[src/rtl/qdec_pkg.sv]
package qdec_pkg;

  localparam int unsigned NFLAG      = 7;
  localparam int unsigned CFG_W      = 10;
  localparam int unsigned DIR_BIT    = 8;
  localparam int unsigned SWINIT_BIT = 15;

  localparam int unsigned FL_HOME  = 0;
  localparam int unsigned FL_INDEX = 1;
  localparam int unsigned FL_WDOG  = 2;
  localparam int unsigned FL_CMP   = 3;
  localparam int unsigned FL_ROVR  = 4;
  localparam int unsigned FL_RUND  = 5;
  localparam int unsigned FL_SIMUL = 6;

  localparam logic [3:0] AD_CFG     = 4'd0;
  localparam logic [3:0] AD_FLAGS   = 4'd1;
  localparam logic [3:0] AD_IEN     = 4'd2;
  localparam logic [3:0] AD_POS_HI  = 4'd3;
  localparam logic [3:0] AD_HOLD_LO = 4'd4;
  localparam logic [3:0] AD_POS_LO  = 4'd5;
  localparam logic [3:0] AD_REV     = 4'd6;
  localparam logic [3:0] AD_INIT_HI = 4'd7;
  localparam logic [3:0] AD_INIT_LO = 4'd8;
  localparam logic [3:0] AD_MOD_HI  = 4'd9;
  localparam logic [3:0] AD_MOD_LO  = 4'd10;
  localparam logic [3:0] AD_CMP_HI  = 4'd11;
  localparam logic [3:0] AD_CMP_LO  = 4'd12;
  localparam logic [3:0] AD_TMO     = 4'd13;
  localparam logic [3:0] AD_HOLD_HI = 4'd14;

  typedef enum logic [1:0] {
    TRIG_OFF  = 2'd0,
    TRIG_RISE = 2'd1,
    TRIG_FALL = 2'd2,
    TRIG_NONE = 2'd3
  } trig_mode_e;

  typedef struct packed {
    logic       wdog_en;
    logic       match_on_read;
    logic       rev_from_wrap;
    logic       modulo;
    trig_mode_e index_mode;
    trig_mode_e home_mode;
    logic       single;
    logic       reverse;
  } cfg_t;

endpackage

[src/rtl/qdec_trig.sv]
module qdec_trig
  import qdec_pkg::*;
(
  input  logic       clk,
  input  logic       rst_n,
  input  logic       sig_i,
  input  trig_mode_e mode_i,
  output logic       evt_o
);

  logic prev_q;
  logic prev_d;

  always_comb begin
    prev_d = sig_i;
    case (mode_i)
      TRIG_RISE: evt_o = sig_i & ~prev_q;
      TRIG_FALL: evt_o = ~sig_i & prev_q;
      default:   evt_o = 1'b0;
    endcase
  end

  always_ff @(posedge clk or negedge rst_n) begin
    if (!rst_n) prev_q <= 1'b0;
    else        prev_q <= prev_d;
  end

  p_edge_sel_r6: assert property (@(posedge clk) disable iff (!rst_n)
    evt_o |-> (sig_i != prev_q));

endmodule

[src/rtl/qdec_phase.sv]
module qdec_phase (
  input  logic clk,
  input  logic rst_n,
  input  logic a_i,
  input  logic b_i,
  input  logic single_i,
  input  logic reverse_i,
  output logic up_o,
  output logic dn_o,
  output logic simult_o,
  output logic activity_o
);

  logic [1:0] ab_q;
  logic [1:0] ab_d;
  logic [1:0] g_cur;
  logic [1:0] g_prev;
  logic [1:0] g_diff;
  logic       fwd;
  logic       bwd;
  logic       both;

  // Gray position: 00->0, 10->1, 11->2, 01->3
  assign g_cur  = {b_i, a_i ^ b_i};
  assign g_prev = {ab_q[0], ab_q[1] ^ ab_q[0]};
  assign g_diff = g_cur - g_prev;

  always_comb begin
    ab_d = {a_i, b_i};
    if (single_i) begin
      fwd  = a_i & ~ab_q[1] & ~b_i;
      bwd  = a_i & ~ab_q[1] &  b_i;
      both = 1'b0;
    end else begin
      fwd  = (g_diff == 2'd1);
      bwd  = (g_diff == 2'd3);
      both = (g_diff == 2'd2);
    end
    up_o       = reverse_i ? bwd : fwd;
    dn_o       = reverse_i ? fwd : bwd;
    simult_o   = both;
    activity_o = (ab_d != ab_q);
  end

  always_ff @(posedge clk or negedge rst_n) begin
    if (!rst_n) ab_q <= 2'b00;
    else        ab_q <= ab_d;
  end

  p_idle_nostep_r2: assert property (@(posedge clk) disable iff (!rst_n)
    ({a_i, b_i} == ab_q) |-> !(up_o || dn_o || simult_o));

endmodule

[src/rtl/qdec_counter.sv]
module qdec_counter #(
  parameter int unsigned POS_W = 32,
  parameter int unsigned REV_W = 16
) (
  input  logic             clk,
  input  logic             rst_n,
  input  logic             load_i,
  input  logic [POS_W-1:0] init_i,
  input  logic [POS_W-1:0] mod_i,
  input  logic             mod_en_i,
  input  logic             up_i,
  input  logic             dn_i,
  input  logic             index_i,
  input  logic             rev_src_i,
  output logic [POS_W-1:0] pos_o,
  output logic [REV_W-1:0] rev_o,
  output logic             dir_o,
  output logic             rovr_o,
  output logic             rund_o
);

  logic [POS_W-1:0] pos_q, pos_d;
  logic [REV_W-1:0] rev_q, rev_d;
  logic             dir_q, dir_d;
  logic             at_top;
  logic             at_bot;

  always_comb begin
    at_top = mod_en_i ? (pos_q == mod_i)  : (&pos_q);
    at_bot = mod_en_i ? (pos_q == init_i) : (pos_q == '0);
    pos_d  = pos_q;
    dir_d  = dir_q;
    rovr_o = 1'b0;
    rund_o = 1'b0;
    if (load_i) begin
      pos_d = init_i;
    end else if (up_i) begin
      dir_d = 1'b1;
      if (at_top) begin
        rovr_o = 1'b1;
        pos_d  = mod_en_i ? init_i : '0;
      end else begin
        pos_d = pos_q + 1'b1;
      end
    end else if (dn_i) begin
      dir_d = 1'b0;
      if (at_bot) begin
        rund_o = 1'b1;
        pos_d  = mod_en_i ? mod_i : '1;
      end else begin
        pos_d = pos_q - 1'b1;
      end
    end
    rev_d = rev_q;
    if (rev_src_i) begin
      if (rovr_o)      rev_d = rev_q + 1'b1;
      else if (rund_o) rev_d = rev_q - 1'b1;
    end else if (index_i) begin
      rev_d = dir_q ? rev_q + 1'b1 : rev_q - 1'b1;
    end
  end

  always_ff @(posedge clk or negedge rst_n) begin
    if (!rst_n) begin
      pos_q <= '0;
      rev_q <= '0;
      dir_q <= 1'b0;
    end else begin
      pos_q <= pos_d;
      rev_q <= rev_d;
      dir_q <= dir_d;
    end
  end

  assign pos_o = pos_q;
  assign rev_o = rev_q;
  assign dir_o = dir_q;

  p_load_init_r7: assert property (@(posedge clk) disable iff (!rst_n)
    load_i |=> (pos_q == $past(init_i)));

  p_count_up_r2: assert property (@(posedge clk) disable iff (!rst_n)
    (!load_i && up_i && !mod_en_i) |=> (pos_q == $past(pos_q) + POS_W'(1)));

  p_mod_wrap_r8: assert property (@(posedge clk) disable iff (!rst_n)
    (!load_i && up_i && mod_en_i && (pos_q == mod_i)) |=> (pos_q == $past(init_i)));

endmodule

[src/rtl/qdec_watchdog.sv]
module qdec_watchdog #(
  parameter int unsigned CNT_W = 16
) (
  input  logic             clk,
  input  logic             rst_n,
  input  logic             en_i,
  input  logic             activity_i,
  input  logic [CNT_W-1:0] tmo_i,
  output logic             expire_o
);

  logic [CNT_W-1:0] cnt_q, cnt_d;

  always_comb begin
    cnt_d    = cnt_q;
    expire_o = 1'b0;
    if (!en_i || activity_i) begin
      cnt_d = '0;
    end else if (cnt_q == tmo_i) begin
      expire_o = 1'b1;
      cnt_d    = '0;
    end else begin
      cnt_d = cnt_q + 1'b1;
    end
  end

  always_ff @(posedge clk or negedge rst_n) begin
    if (!rst_n) cnt_q <= '0;
    else        cnt_q <= cnt_d;
  end

  p_wdog_off_r11: assert property (@(posedge clk) disable iff (!rst_n)
    !en_i |=> (cnt_q == '0));

endmodule

[src/rtl/quad_pos_decoder.sv]
module quad_pos_decoder
  import qdec_pkg::*;
#(
  parameter int unsigned REG_W = 16
) (
  input  logic             clk,
  input  logic             rst_n,
  input  logic             enc_a,
  input  logic             enc_b,
  input  logic             home_in,
  input  logic             index_in,
  input  logic             reg_wr,
  input  logic             reg_rd,
  input  logic [3:0]       reg_addr,
  input  logic [REG_W-1:0] reg_wdata,
  output logic [REG_W-1:0] reg_rdata,
  output logic             match_out,
  output logic             irq_out
);

  localparam int unsigned POS_W = 2 * REG_W;

  cfg_t             cfg_q, cfg_d;
  logic [NFLAG-1:0] ien_q, ien_d;
  logic [NFLAG-1:0] flags_q, flags_d;
  logic [NFLAG-1:0] set_vec, clr_vec;
  logic [POS_W-1:0] init_q, init_d;
  logic [POS_W-1:0] mod_q, mod_d;
  logic [POS_W-1:0] cmp_q, cmp_d;
  logic [POS_W-1:0] hold_q, hold_d;
  logic [REG_W-1:0] tmo_q, tmo_d;
  logic             match_q, match_d;

  logic             wr_cfg, wr_flags, wr_ien, wr_tmo;
  logic             wr_init_hi, wr_init_lo, wr_mod_hi, wr_mod_lo;
  logic             wr_cmp_hi, wr_cmp_lo;
  logic             swinit, pos_rd, cap_hold;

  logic             step_up, step_dn, simult, activity;
  logic             home_evt, index_evt, wdog_exp;
  logic             rovr, rund, dir;
  logic [POS_W-1:0] pos;
  logic [REG_W-1:0] rev;

  // ---------------- write / read strobes ----------------
  always_comb begin
    wr_cfg     = reg_wr && (reg_addr == AD_CFG);
    wr_flags   = reg_wr && (reg_addr == AD_FLAGS);
    wr_ien     = reg_wr && (reg_addr == AD_IEN);
    wr_tmo     = reg_wr && (reg_addr == AD_TMO);
    wr_init_hi = reg_wr && (reg_addr == AD_INIT_HI);
    wr_init_lo = reg_wr && (reg_addr == AD_INIT_LO);
    wr_mod_hi  = reg_wr && (reg_addr == AD_MOD_HI);
    wr_mod_lo  = reg_wr && (reg_addr == AD_MOD_LO);
    wr_cmp_hi  = reg_wr && (reg_addr == AD_CMP_HI);
    wr_cmp_lo  = reg_wr && (reg_addr == AD_CMP_LO);
    swinit     = wr_cfg && reg_wdata[SWINIT_BIT];
    cap_hold   = reg_rd && (reg_addr == AD_POS_HI);
    pos_rd     = reg_rd && ((reg_addr == AD_POS_HI) || (reg_addr == AD_HOLD_LO) ||
                            (reg_addr == AD_POS_LO) || (reg_addr == AD_HOLD_HI));
  end

  // ---------------- datapath sub-blocks ----------------
  qdec_phase u_phase (
    .clk        (clk),
    .rst_n      (rst_n),
    .a_i        (enc_a),
    .b_i        (enc_b),
    .single_i   (cfg_q.single),
    .reverse_i  (cfg_q.reverse),
    .up_o       (step_up),
    .dn_o       (step_dn),
    .simult_o   (simult),
    .activity_o (activity)
  );

  qdec_trig u_home (
    .clk    (clk),
    .rst_n  (rst_n),
    .sig_i  (home_in),
    .mode_i (cfg_q.home_mode),
    .evt_o  (home_evt)
  );

  qdec_trig u_index (
    .clk    (clk),
    .rst_n  (rst_n),
    .sig_i  (index_in),
    .mode_i (cfg_q.index_mode),
    .evt_o  (index_evt)
  );

  qdec_counter #(
    .POS_W (POS_W),
    .REV_W (REG_W)
  ) u_counter (
    .clk       (clk),
    .rst_n     (rst_n),
    .load_i    (swinit | index_evt),
    .init_i    (init_q),
    .mod_i     (mod_q),
    .mod_en_i  (cfg_q.modulo),
    .up_i      (step_up),
    .dn_i      (step_dn),
    .index_i   (index_evt),
    .rev_src_i (cfg_q.rev_from_wrap),
    .pos_o     (pos),
    .rev_o     (rev),
    .dir_o     (dir),
    .rovr_o    (rovr),
    .rund_o    (rund)
  );

  qdec_watchdog #(
    .CNT_W (REG_W)
  ) u_wdog (
    .clk        (clk),
    .rst_n      (rst_n),
    .en_i       (cfg_q.wdog_en),
    .activity_i (activity),
    .tmo_i      (tmo_q),
    .expire_o   (wdog_exp)
  );

  // ---------------- register next state ----------------
  always_comb begin
    cfg_d  = wr_cfg ? cfg_t'(reg_wdata[CFG_W-1:0]) : cfg_q;
    ien_d  = wr_ien ? reg_wdata[NFLAG-1:0] : ien_q;
    tmo_d  = wr_tmo ? reg_wdata : tmo_q;
    init_d = init_q;
    mod_d  = mod_q;
    cmp_d  = cmp_q;
    if (wr_init_hi) init_d[POS_W-1:REG_W] = reg_wdata;
    if (wr_init_lo) init_d[REG_W-1:0]     = reg_wdata;
    if (wr_mod_hi)  mod_d[POS_W-1:REG_W]  = reg_wdata;
    if (wr_mod_lo)  mod_d[REG_W-1:0]      = reg_wdata;
    if (wr_cmp_hi)  cmp_d[POS_W-1:REG_W]  = reg_wdata;
    if (wr_cmp_lo)  cmp_d[REG_W-1:0]      = reg_wdata;
    hold_d = cap_hold ? pos : hold_q;

    set_vec           = '0;
    set_vec[FL_HOME]  = home_evt;
    set_vec[FL_INDEX] = index_evt;
    set_vec[FL_WDOG]  = wdog_exp;
    set_vec[FL_CMP]   = (pos == cmp_q);
    set_vec[FL_ROVR]  = rovr;
    set_vec[FL_RUND]  = rund;
    set_vec[FL_SIMUL] = simult;
    clr_vec           = wr_flags ? reg_wdata[NFLAG-1:0] : '0;
    flags_d           = (flags_q & ~clr_vec) | set_vec;

    match_d = cfg_q.match_on_read ? pos_rd : (pos == cmp_q);
  end

  always_ff @(posedge clk or negedge rst_n) begin
    if (!rst_n) begin
      cfg_q   <= '0;
      ien_q   <= '0;
      flags_q <= '0;
      init_q  <= '0;
      mod_q   <= '0;
      cmp_q   <= '1;
      hold_q  <= '0;
      tmo_q   <= '0;
      match_q <= 1'b0;
    end else begin
      cfg_q   <= cfg_d;
      ien_q   <= ien_d;
      flags_q <= flags_d;
      init_q  <= init_d;
      mod_q   <= mod_d;
      cmp_q   <= cmp_d;
      hold_q  <= hold_d;
      tmo_q   <= tmo_d;
      match_q <= match_d;
    end
  end

  // ---------------- read mux ----------------
  always_comb begin
    reg_rdata = '0;
    case (reg_addr)
      AD_CFG:     reg_rdata[CFG_W-1:0] = cfg_q;
      AD_FLAGS: begin
        reg_rdata[NFLAG-1:0] = flags_q;
        reg_rdata[DIR_BIT]   = dir;
      end
      AD_IEN:     reg_rdata[NFLAG-1:0] = ien_q;
      AD_POS_HI:  reg_rdata = pos[POS_W-1:REG_W];
      AD_HOLD_LO: reg_rdata = hold_q[REG_W-1:0];
      AD_POS_LO:  reg_rdata = pos[REG_W-1:0];
      AD_REV:     reg_rdata = rev;
      AD_INIT_HI: reg_rdata = init_q[POS_W-1:REG_W];
      AD_INIT_LO: reg_rdata = init_q[REG_W-1:0];
      AD_MOD_HI:  reg_rdata = mod_q[POS_W-1:REG_W];
      AD_MOD_LO:  reg_rdata = mod_q[REG_W-1:0];
      AD_CMP_HI:  reg_rdata = cmp_q[POS_W-1:REG_W];
      AD_CMP_LO:  reg_rdata = cmp_q[REG_W-1:0];
      AD_TMO:     reg_rdata = tmo_q;
      AD_HOLD_HI: reg_rdata = hold_q[POS_W-1:REG_W];
      default:    reg_rdata = '0;
    endcase
  end

  assign match_out = match_q;
  assign irq_out   = |(flags_q & ien_q);

  // a flag not written with one keeps its value
  p_w1c_keep_r12: assert property (@(posedge clk) disable iff (!rst_n)
    (flags_q != '0) |=> ((flags_q & $past(flags_q & ~clr_vec)) == $past(flags_q & ~clr_vec)));

  p_hold_capture_r10: assert property (@(posedge clk) disable iff (!rst_n)
    cap_hold |=> (hold_q == $past(pos)));

endmodule

[config.mk]
export PLATFORM = sky130hd
export DESIGN_NAME = quad_pos_decoder
export DESIGN_NICKNAME = d
export VERILOG_FILES = /design/src/rtl/qdec_pkg.sv /design/src/rtl/qdec_trig.sv /design/src/rtl/qdec_phase.sv /design/src/rtl/qdec_counter.sv /design/src/rtl/qdec_watchdog.sv /design/src/rtl/quad_pos_decoder.sv
export SDC_FILE = /design/constraint.sdc
export NUM_CORES = 1
export LEC_CHECK = 0
export BUFFER_PORTS_ARGS = -buffer_cell sky130_fd_sc_hd__buf_2
export CELL_PAD_IN_SITES_DETAIL_PLACEMENT = 1
export CELL_PAD_IN_SITES_GLOBAL_PLACEMENT = 1
export CORE_ASPECT_RATIO = 1.1
export CORE_MARGIN = 2
export CORE_UTILIZATION = 30
export CTS_CLUSTER_SIZE = 30
export DETAILED_ROUTE_END_ITERATION = 10
export PLACE_DENSITY_LB_ADDON = 0.15
export SLEW_MARGIN = 10
export SYNTH_ARGS = -nofsm -noshare
export SYNTH_HDL_FRONTEND = slang
export SYNTH_SLANG_ARGS = --single-unit
export TNS_END_PERCENT = 30
[constraint.sdc]
create_clock -name clk -period 6.07 [get_ports clk]
set_input_delay 1.821 -clock clk [delete_from_list [all_inputs] [get_ports clk]]
set_output_delay 1.821 -clock clk [all_outputs]
set_load 0.05 [all_outputs]
==> Word-level counts from Yosys, hierarchy flattened <==
Index checks and enable logic that the tools add are counted.
{ "totals": {"regBits": 238, "out_inout_bits": 18, "wordCells": 148} }
{ "op_classes": {"eq_ne": 27, "bitwise_logic": 21, "n_addsub": 6, "mux": 41, "reduce_logical": 27} }
{ "ops": {"columns": ["op", "n"], "rows": [
  ["two-way mux 32 bit", 7],
  ["two-way mux 16 bit", 7],
  ["one-hot mux 7 bit (15 select lines)", 1],
  ["== test 32 bit", 3],
  ["one-hot mux 6 bit (12 select lines)", 1],
  ["adder 16 x 1 -> 16 bit, second input constant", 2],
  ["adder 32 x 1 -> 32 bit, second input constant", 1],
  ["logical NOT 32 bit", 1],
  ["AND reduction 32 bit", 1],
  ["subtractor 32 x 1 -> 32 bit, second input constant", 1],
  ["== test 4 bit, second input constant", 7],
  ["one-hot mux 1 bit (13 select lines)", 2],
  ["two-way mux 1 bit", 19],
  ["== test 16 bit", 1],
  ["== test 4 x 3 -> 1 bit, second input constant", 4],
  ["subtractor 16 x 1 -> 16 bit, second input constant", 1],
  ["bitwise AND 7 bit", 2],
  ["one-hot mux 1 bit (14 select lines)", 1],
  ["logical AND 1 bit", 13],
  ["== test 2 bit, second input constant", 4],
  ["== test 4 x 2 -> 1 bit, second input constant", 2],
  ["bitwise AND 1 bit", 7],
  ["two-way mux 7 bit", 1],
  ["NOT 1 bit", 7],
  ["17 further kinds", 26]
]} }

==> Depth between registers and ports, before layout <==
Gate-level depths: netlist (run 1).
{ "logic_depth": {"word_depth": 11, "ltp_mapped": 13, "ltp_nobuf": 10} }

==> Cells and area by module <==
Synthesis (run 1) repeated with hierarchy kept, for this count alone.
{ "hier_totals": {"hier_cells": 1596, "hier_area_um2": 15849.0} }
{ "by_module_without_submodules": {"columns": ["module", "cells_each", "instances", "seq_area_each_um2", "area_each_um2"], "rows": [
  ["quad_pos_decoder", 722, 1, 4269.1, 8948.6],
  ["qdec_counter", 741, 1, 1226.2, 5560.3],
  ["qdec_watchdog", 99, 1, 400.4, 998.5],
  ["qdec_phase", 18, 1, 50.0, 186.4],
  ["qdec_trig", 8, 2, 25.0, 77.6]
]} }

==> Worst setup path after synthesis (run 1) <==
Ideal clock, no wire load.
{ "synth_timing": {"path_type": "input port to output port", "from": "input reg_addr[2]", "to": "output reg_rdata[5]", "required_ns": 4.249, "n_path_buf": 3, "stages": 8, "t_arrival_ns": 3.696, "path_slack_ns": 0.553, "path_cell_list": "clkbuf_1 nand2b_1 clkbuf_1 nor3_1 clkbuf_1 a22oi_1 and3_1 nand4_1"} }
{ "synth_between": {"elab_chain_len": 2} }
{ "synth_lines": {"columns": ["item", "line", "rtl"], "rows": [
  ["from (decl)", "quad_pos_decoder.sv:14", "input logic [3:0] reg_addr,"],
  ["== test 4 bit, or another cell as far along", "quad_pos_decoder.sv:182", "case (reg_addr)"],
  ["one-hot mux 7 bit (15 select lines) (*)", "quad_pos_decoder.sv:182", null],
  ["to (decl)", "quad_pos_decoder.sv:16", "output logic [REG_W-1:0] reg_rdata,"]
]} }
Mark *: on every way between the ends. The rest lies on a longest branch, timed or not.

==> Worst setup path in the final report (run 1) <==
{ "layout_timing": {"from": "input reg_addr[3]", "to": "output reg_rdata[10]"} }
{ "layout_between": {"elab_chain_len": 2} }
{ "layout_lines": {"columns": ["item", "line"], "rows": [
  ["== test 4 bit, or another cell as far along", "quad_pos_decoder.sv:182"],
  ["one-hot mux 6 bit (12 select lines) (*)", "quad_pos_decoder.sv:182"]
]} }
Marks and branches as above.

==> results.py, run 1 <==
metrics = {
    "status": {
        "run_status": "finished, final reports clean",
    },
    "sta": {
        "fin_tns_setup_ns": 0,
        "finalHoldWorstSlack_ns": 0.507,
        "timing_max_transition_violations_final": 0,
        "min_period_over_period": 0.897,
        "hold_violations": 0,
        "timing.final.crit_period_ns": 5.44,
        "worst_slack_ns": 0.628,
        "achievable-frequency_mhz": 184,
        "timing.final.setup_violations": 0,
        "skew_ns": 0.0250,
        "rsz_0062_raised_after_global_routing": "false",
        "max_slew_margin": 0.321,
        "tightest_slew_ns": 1.02,
    },
    "layout": {
        "mostFrequentLayoutCells": "sky130_fd_sc_hd__dfrtp_1 (206), sky130_fd_sc_hd__mux2_2 (158), sky130_fd_sc_hd__xnor2_1 (104)",
        "syn_to_final_growth_pct": 12.3,
        "finalNetCount": 1488,
        "layout_commonest_cell": "sky130_fd_sc_hd__dfrtp_1",
        "antenna_cells": 0,
        "fillCellCount": 5533,
        "fin_util": 0.340,
        "layout-drive-gt1-share": 0.242,
    },
    "floorplan": {
        "initial_core_util": 0.302,
        "die_height_um": 236,
        "floorplan.core_area_um2": 48700,
        "die_width_um": 215,
        "num_io_pins": 46,
        "core.rowCount": 85,
        "die_area_um2": 50900,
    },
    "job": {
        "timing.max_cap.violations": 0,
    },
    "clock_network": {
        "root_buffer": "sky130_fd_sc_hd__clkbuf_16",
        "clock_edge_transition_at_the_registers_on_the_reported_setup_and_hold_paths_ns": 0.06,
        "cts_buffers": 29,
        "numClockSinks": 238,
        "post_cts.resized_instances": 0,
        "postCtsSetupBuffers": 0,
        "cts.path.max_buffers": 3,
        "insertion_delay_ns": 0.58,
        "cts_hold_repair.buffers": 0,
        "cts_tree": "built",
        "htree_num_levels": 1,
    },
    "worst_setup_path": {
        "worstPathArrival_ns": 3.62,
        "crit_chain": "buf_2 -> nand2b_1 -> nor2_1 -> buf_4 -> a22o_1 -> a221oi_1 -> nand3_1 -> buf_2",
        "required_ns": 4.25,
        "worst_path_largest_cell_delay_ns": 0.35,
        "crit_top_cell": "sky130_fd_sc_hd__buf_2",
        "crit_buf_inv": 3,
        "crit_fanout": 16,
        "worst_r2r_startpoint": "u_counter.pos_o[7]",
        "cp_slowest_cell": "sky130_fd_sc_hd__a221oi_1",
        "timing.setup.critical_path_class": "in -> out",
        "endpoint_kind": "output port",
        "timing.reg2reg.setup_slack_ns": 2.06,
        "cpLargestDelayFamily": "buffers and inverters",
        "capturing_point_of_the_worst_reg2reg_path": "u_counter.pos_o[21]",
        "r2r.worst_path.cells": 9,
        "crit_path_start_kind": "input port",
    },
    "logic_synthesis": {
        "postSynthRegisterBits": 238,
        "synth.net_count": 1489,
        "synth.area.top_cells": "sky130_fd_sc_hd__dfrtp_1 (35%), sky130_fd_sc_hd__mux2_2 (12%), sky130_fd_sc_hd__xnor2_1 (6.2%)",
        "synth.top_cell.area_share": 0.350,
        "synth_warnings": 0,
        "synth_enable_flop_cells": 0,
        "proportion_of_synthesized_chip_area_in_sequential_cells": 0.407,
        "synth_cell_types": 70,
        "ys_dominant_reg_cell": "sky130_fd_sc_hd__dfrtp_1",
        "syn_area_per_cell_um2": 10.2,
        "synthDominantAreaCellType": "sky130_fd_sc_hd__dfrtp_1",
        "synthArstFlopShare": 1.00,
        "synthesis.instances": 1450,
        "synthesis.area_um2": 14700,
    },
    "global_route": {
        "antenna_found_initial": 0,
        "grt_remaining_overflow": 0,
        "wire_length_of_the_first_global_routing_pass_um": 90500,
        "grt_max_degree": 120,
        "grt_use_total": 0.240,
        "first_global_vias": 12600,
    },
    "placed_design": {
        "place_ws_ns": 0.669,
        "place.gp.congestion": 0.910,
        "port_buffers": 45,
        "place.detailed.hpwl_um": 45300,
    },
    "detailed_routing": {
        "detail_route.iter0.violations": 800,
        "num_vias": 12300,
        "route.detailed.drc": 0,
        "antenna_violating_nets_post_route": 0,
        "firstDrtPassIters": 5,
        "wl_per_cell_um": 29.1,
        "via_density_per_instance": 5.80,
        "route.final.wire_length_um": 61800,
    },
    "hold_path": {
        "hold_path_class": "reg -> reg",
        "worst_hold_path.endpoint": "hold_q[20]",
        "hold_path_startpoint": "hold_q[20]",
        "whs_path_depth": 1,
    },
    "power_and_ir_drop": {
        "leakage_nw": 6.59,
        "power.density_nw_per_um2": 442,
        "vdd_drop_max_uv": 211,
    },
}
## cell usage after synthesis (28+ instances only)
cell                       count
sky130_fd_sc_hd__a221oi_1     32
sky130_fd_sc_hd__nor4_1       31
sky130_fd_sc_hd__clkbuf_1     81
sky130_fd_sc_hd__a22o_1       28
sky130_fd_sc_hd__nand3_1      42
sky130_fd_sc_hd__nor2_1       68
sky130_fd_sc_hd__dfstp_2      32
sky130_fd_sc_hd__xor2_1       96
sky130_fd_sc_hd__a22oi_1      61
sky130_fd_sc_hd__nand2_1      78
sky130_fd_sc_hd__nand4_1      34
sky130_fd_sc_hd__o21ai_0      34
sky130_fd_sc_hd__mux2_2      158
sky130_fd_sc_hd__a21oi_1      48
sky130_fd_sc_hd__dfrtp_1     206
sky130_fd_sc_hd__xnor2_1     104
sky130_fd_sc_hd__nor3_1       35
## final cells by class
class                           count  area [um^2]  share of cell area
Clock buffer                       38          790              0.0477
Clock inverter                     14          143             0.00862
Inverter                           20         75.1             0.00454
Multi-Input combinational cell   1077         8190               0.495
Sequential cell                   238         6000               0.363
Tap cell                          652          816              0.0493
Timing Repair Buffer               83          533              0.0322
## worst max-delay path by stage
stage / startpoint / to / slack, ns / cells past startpoint
3_3_place_gp: reg_addr[3] / reg_rdata[3] / 0.64 / 8
3_5_place_dp: reg_addr[3] / reg_rdata[1] / 0.67 / 8
6_report: reg_addr[3] / reg_rdata[10] / 0.63 / 8
4_1_cts: reg_addr[3] / reg_rdata[1] / 0.66 / 8
2_1_floorplan: reg_addr[2] / reg_rdata[5] / 0.55 / 8
5_1_grt: reg_addr[3] / reg_rdata[10] / 0.54 / 8
## where the power goes
group	switching [mW]	internal [mW]	leakage [nW]
clock	0.749	0.999	0.451
sequential	1.14	2.07	2.92
combinational	1.31	1.05	3.23
## registers in the layout, indices dropped and copies added, names as in the netlist
name             flops
u_index.prev_q       1
cmp_q               32
flags_q              7
u_home.prev_q        1
u_counter.rev_o     16
tmo_q               16
u_counter.pos_o     32
match_out            1
init_q              32
mod_q               32
u_phase.ab_q         2
u_counter.dir_o      1
hold_q              32
cfg_q               10
u_wdog.cnt_q        16
ien_q                7
## cells by family (layout without fill, tap and decap cells)
group / after synthesis / in the layout / share of synthesized area
AND/OR/NAND/NOR: 402 / 402 / 0.150
AO/OA/AOI/OAI: 306 / 306 / 0.154
flip-flops: 238 / 238 / 0.407
XOR/XNOR: 200 / 200 / 0.119
multiplexers: 158 / 158 / 0.121
buffers and inverters: 135 / 155 / 0.0403
adder cells (fa/ha/maj): 11 / 11 / 0.00934
## layer usage
| metal | share of wire | track usage | wire, um |
|---|---|---|---|
| met4 | 0.043 | 0.0982 | 2630 |
| met2 | 0.47 | 0.392 | 28900 |
| met1 | 0.44 | 0.319 | 27500 |
| met5 | 0 | 0 | 0 |
| met3 | 0.044 | 0.0343 | 2720 |
## through the flow
step | total power [mW] | area [um^2] | cells
after floorplan | 4.44 | 14700 | 1450
after global routing | 7.67 | 16500 | 2122
after CTS | 7.34 | 16500 | 2122
after global placement | 5.52 | 15600 | 2070
final | 7.32 | 16500 | 2122
after detailed placement | 5.57 | 15600 | 2070
(Power assumes the default switching activity.)
==> inputs of run 2 (changes only) <==
--- a/config.mk
+++ b/config.mk
@@ -11,6 +11,7 @@
 export CORE_ASPECT_RATIO = 1.1
 export CORE_MARGIN = 2
 export CORE_UTILIZATION = 30
+export CTS_BUF_LIST = sky130_fd_sc_hd__clkbuf_4
 export CTS_CLUSTER_SIZE = 30
 export DETAILED_ROUTE_END_ITERATION = 10
 export PLACE_DENSITY_LB_ADDON = 0.15
==> results.py, run 2 (synthesis gave the netlist of run 1 again) <==
metrics = {
    "floorplan": {
        "core.rowCount": 85,
        "num_io_pins": 46,
        "die_area_um2": 50900,
        "die_height_um": 236,
        "die_width_um": 215,
        "initial_core_util": 0.302,
        "floorplan.core_area_um2": 48700,
    },
    "status": {
        "run_status": "finished, final reports clean",
    },
    "worst_setup_path": {
        "endpoint_kind": "output port",
        "crit_top_cell": "sky130_fd_sc_hd__buf_2",
        "timing.reg2reg.setup_slack_ns": 2.02,
        "crit_buf_inv": 3,
        "required_ns": 4.25,
        "crit_fanout": 16,
        "cpLargestDelayFamily": "buffers and inverters",
        "worstPathArrival_ns": 3.67,
        "r2r.worst_path.cells": 9,
        "crit_chain": "buf_2 -> nand2b_1 -> nor2_1 -> buf_4 -> a22o_1 -> a221oi_1 -> nand3_1 -> buf_2",
        "timing.setup.critical_path_class": "in -> out",
        "worst_path_largest_cell_delay_ns": 0.39,
        "capturing_point_of_the_worst_reg2reg_path": "u_counter.pos_o[21]",
        "worst_r2r_startpoint": "u_counter.pos_o[7]",
        "cp_slowest_cell": "sky130_fd_sc_hd__a221oi_1",
        "crit_path_start_kind": "input port",
    },
    "hold_path": {
        "hold_path_class": "reg -> reg",
        "worst_hold_path.endpoint": "hold_q[9]",
        "hold_path_startpoint": "hold_q[9]",
        "whs_path_depth": 1,
    },
    "global_route": {
        "grt_remaining_overflow": 0,
        "antenna_found_initial": 2,
        "grt_use_total": 0.246,
        "grt_max_degree": 120,
        "wire_length_of_the_first_global_routing_pass_um": 92000,
        "first_global_vias": 13000,
    },
    "sta": {
        "tightest_slew_ns": 0.999,
        "achievable-frequency_mhz": 182,
        "fin_tns_setup_ns": 0,
        "timing_max_transition_violations_final": 0,
        "min_period_over_period": 0.904,
        "timing.final.setup_violations": 0,
        "timing.final.crit_period_ns": 5.49,
        "worst_slack_ns": 0.581,
        "rsz_0062_raised_after_global_routing": "false",
        "max_slew_margin": 0.334,
        "skew_ns": 0.0663,
        "hold_violations": 0,
    },
    "detailed_routing": {
        "via_density_per_instance": 5.72,
        "antenna_violating_nets_post_route": 0,
        "num_vias": 12600,
        "route.final.wire_length_um": 62500,
        "detail_route.iter0.violations": 750,
        "firstDrtPassIters": 7,
        "route.detailed.drc": 0,
        "wl_per_cell_um": 28.3,
    },
    "power_and_ir_drop": {
        "total_switching_power_mw": 3.24,
        "p_clk_frac": 0.235,
        "comb_power_share": 0.325,
        "sequential_share_of_power": 0.441,
        "power.density_nw_per_um2": 439,
        "internal_power_mw": 4.05,
        "sw_ratio": 0.444,
        "leakage_nw": 6.74,
        "vdd_drop_max_uv": 166,
    },
    "clock_network": {
        "cts_buffers": 74,
        "cts_hold_repair.buffers": 0,
        "post_cts.resized_instances": 0,
        "cts_tree": "built",
        "clock_edge_transition_at_the_registers_on_the_reported_setup_and_hold_paths_ns": 0.06,
        "insertion_delay_ns": 0.83,
        "postCtsSetupBuffers": 0,
        "cts.path.max_buffers": 3,
        "root_buffer": "sky130_fd_sc_hd__clkbuf_4",
        "numClockSinks": 238,
        "htree_num_levels": 3,
    },
    "placed_design": {
        "place_inst": 2070,
        "dpl_cell_area_um2": 15600,
        "place.gp.congestion": 0.910,
        "port_buffers": 45,
        "place_ws_ns": 0.669,
        "place.detailed.hpwl_um": 45300,
    },
    "layout": {
        "final_cell_count_no_fill": 2206,
        "finalNetCount": 1533,
        "non_filler_cell_area_final_um2": 16600,
        "fin_util": 0.341,
        "mostFrequentLayoutCells": "sky130_fd_sc_hd__dfrtp_1 (206), sky130_fd_sc_hd__mux2_2 (158), sky130_fd_sc_hd__clkbuf_4 (113)",
        "layout_commonest_cell": "sky130_fd_sc_hd__dfrtp_1",
        "layout-drive-gt1-share": 0.277,
        "syn_to_final_growth_pct": 12.6,
    },
    "job": {
        "timing.max_cap.violations": 0,
    },
}
==> run 2: changes by cell type in the layout (fill, tap and decap cells not counted), moves of 6 or more <==
cell	before	now
sky130_fd_sc_hd__clkbuf_16	29	0
sky130_fd_sc_hd__clkbuf_1	6	0
sky130_fd_sc_hd__clkinv_1	0	14
sky130_fd_sc_hd__clkbuf_4	0	113
==> run 2: cell type report <==
cell class / instances / area (um^2)
clock inverters: 21 / 133
multi-input cells: 1077 / 8190
flip-flops and latches: 238 / 6000
well taps: 652 / 816
fillers: 5601 / 32100
clock buffers: 113 / 848
inverters: 20 / 75.1
repair buffers: 83 / 533
diodes: 2 / 5.00
==> run 2: worst max-delay path by stage <==
stage | start | end | cells past startpoint
detailed placement | reg_addr[3] | reg_rdata[1] | 8
global route | reg_addr[3] | reg_rdata[10] | 8
global placement | reg_addr[3] | reg_rdata[3] | 8
floorplan | reg_addr[2] | reg_rdata[5] | 8
finish | reg_addr[3] | reg_rdata[10] | 8
CTS | reg_addr[3] | reg_rdata[1] | 8
==> run 2: layer usage <==
layer,track usage,part of all wire,vias up,wire length (um)
met3,0.0378,0.045,90,2810
li1,-,-,5528,-
met4,0.0963,0.032,0,1980
met2,0.407,0.48,356,30100
met1,0.323,0.44,6635,27700
met5,0,0,-,0
==> run 2: per-stage QoR <==
step / hold slack, ns / total power, mW
2_1_floorplan: 0.446 / 4.44
3_3_place_gp: 0.486 / 5.52
3_5_place_dp: 0.489 / 5.57
4_1_cts: 0.509 / 7.33
5_1_grt: 0.518 / 7.68
6_report: 0.508 / 7.29
==> run 2: power groups by stage <==
stage | Clock [mW] | Combinational (mW) | Sequential [mW]
after floorplan | 0 | 2.01 | 2.43
after global placement | 0 | 2.32 | 3.20
after detailed placement | 0 | 2.36 | 3.20
after CTS | 1.78 | 2.37 | 3.18
after global routing | 1.87 | 2.55 | 3.27
final | 1.71 | 2.37 | 3.21
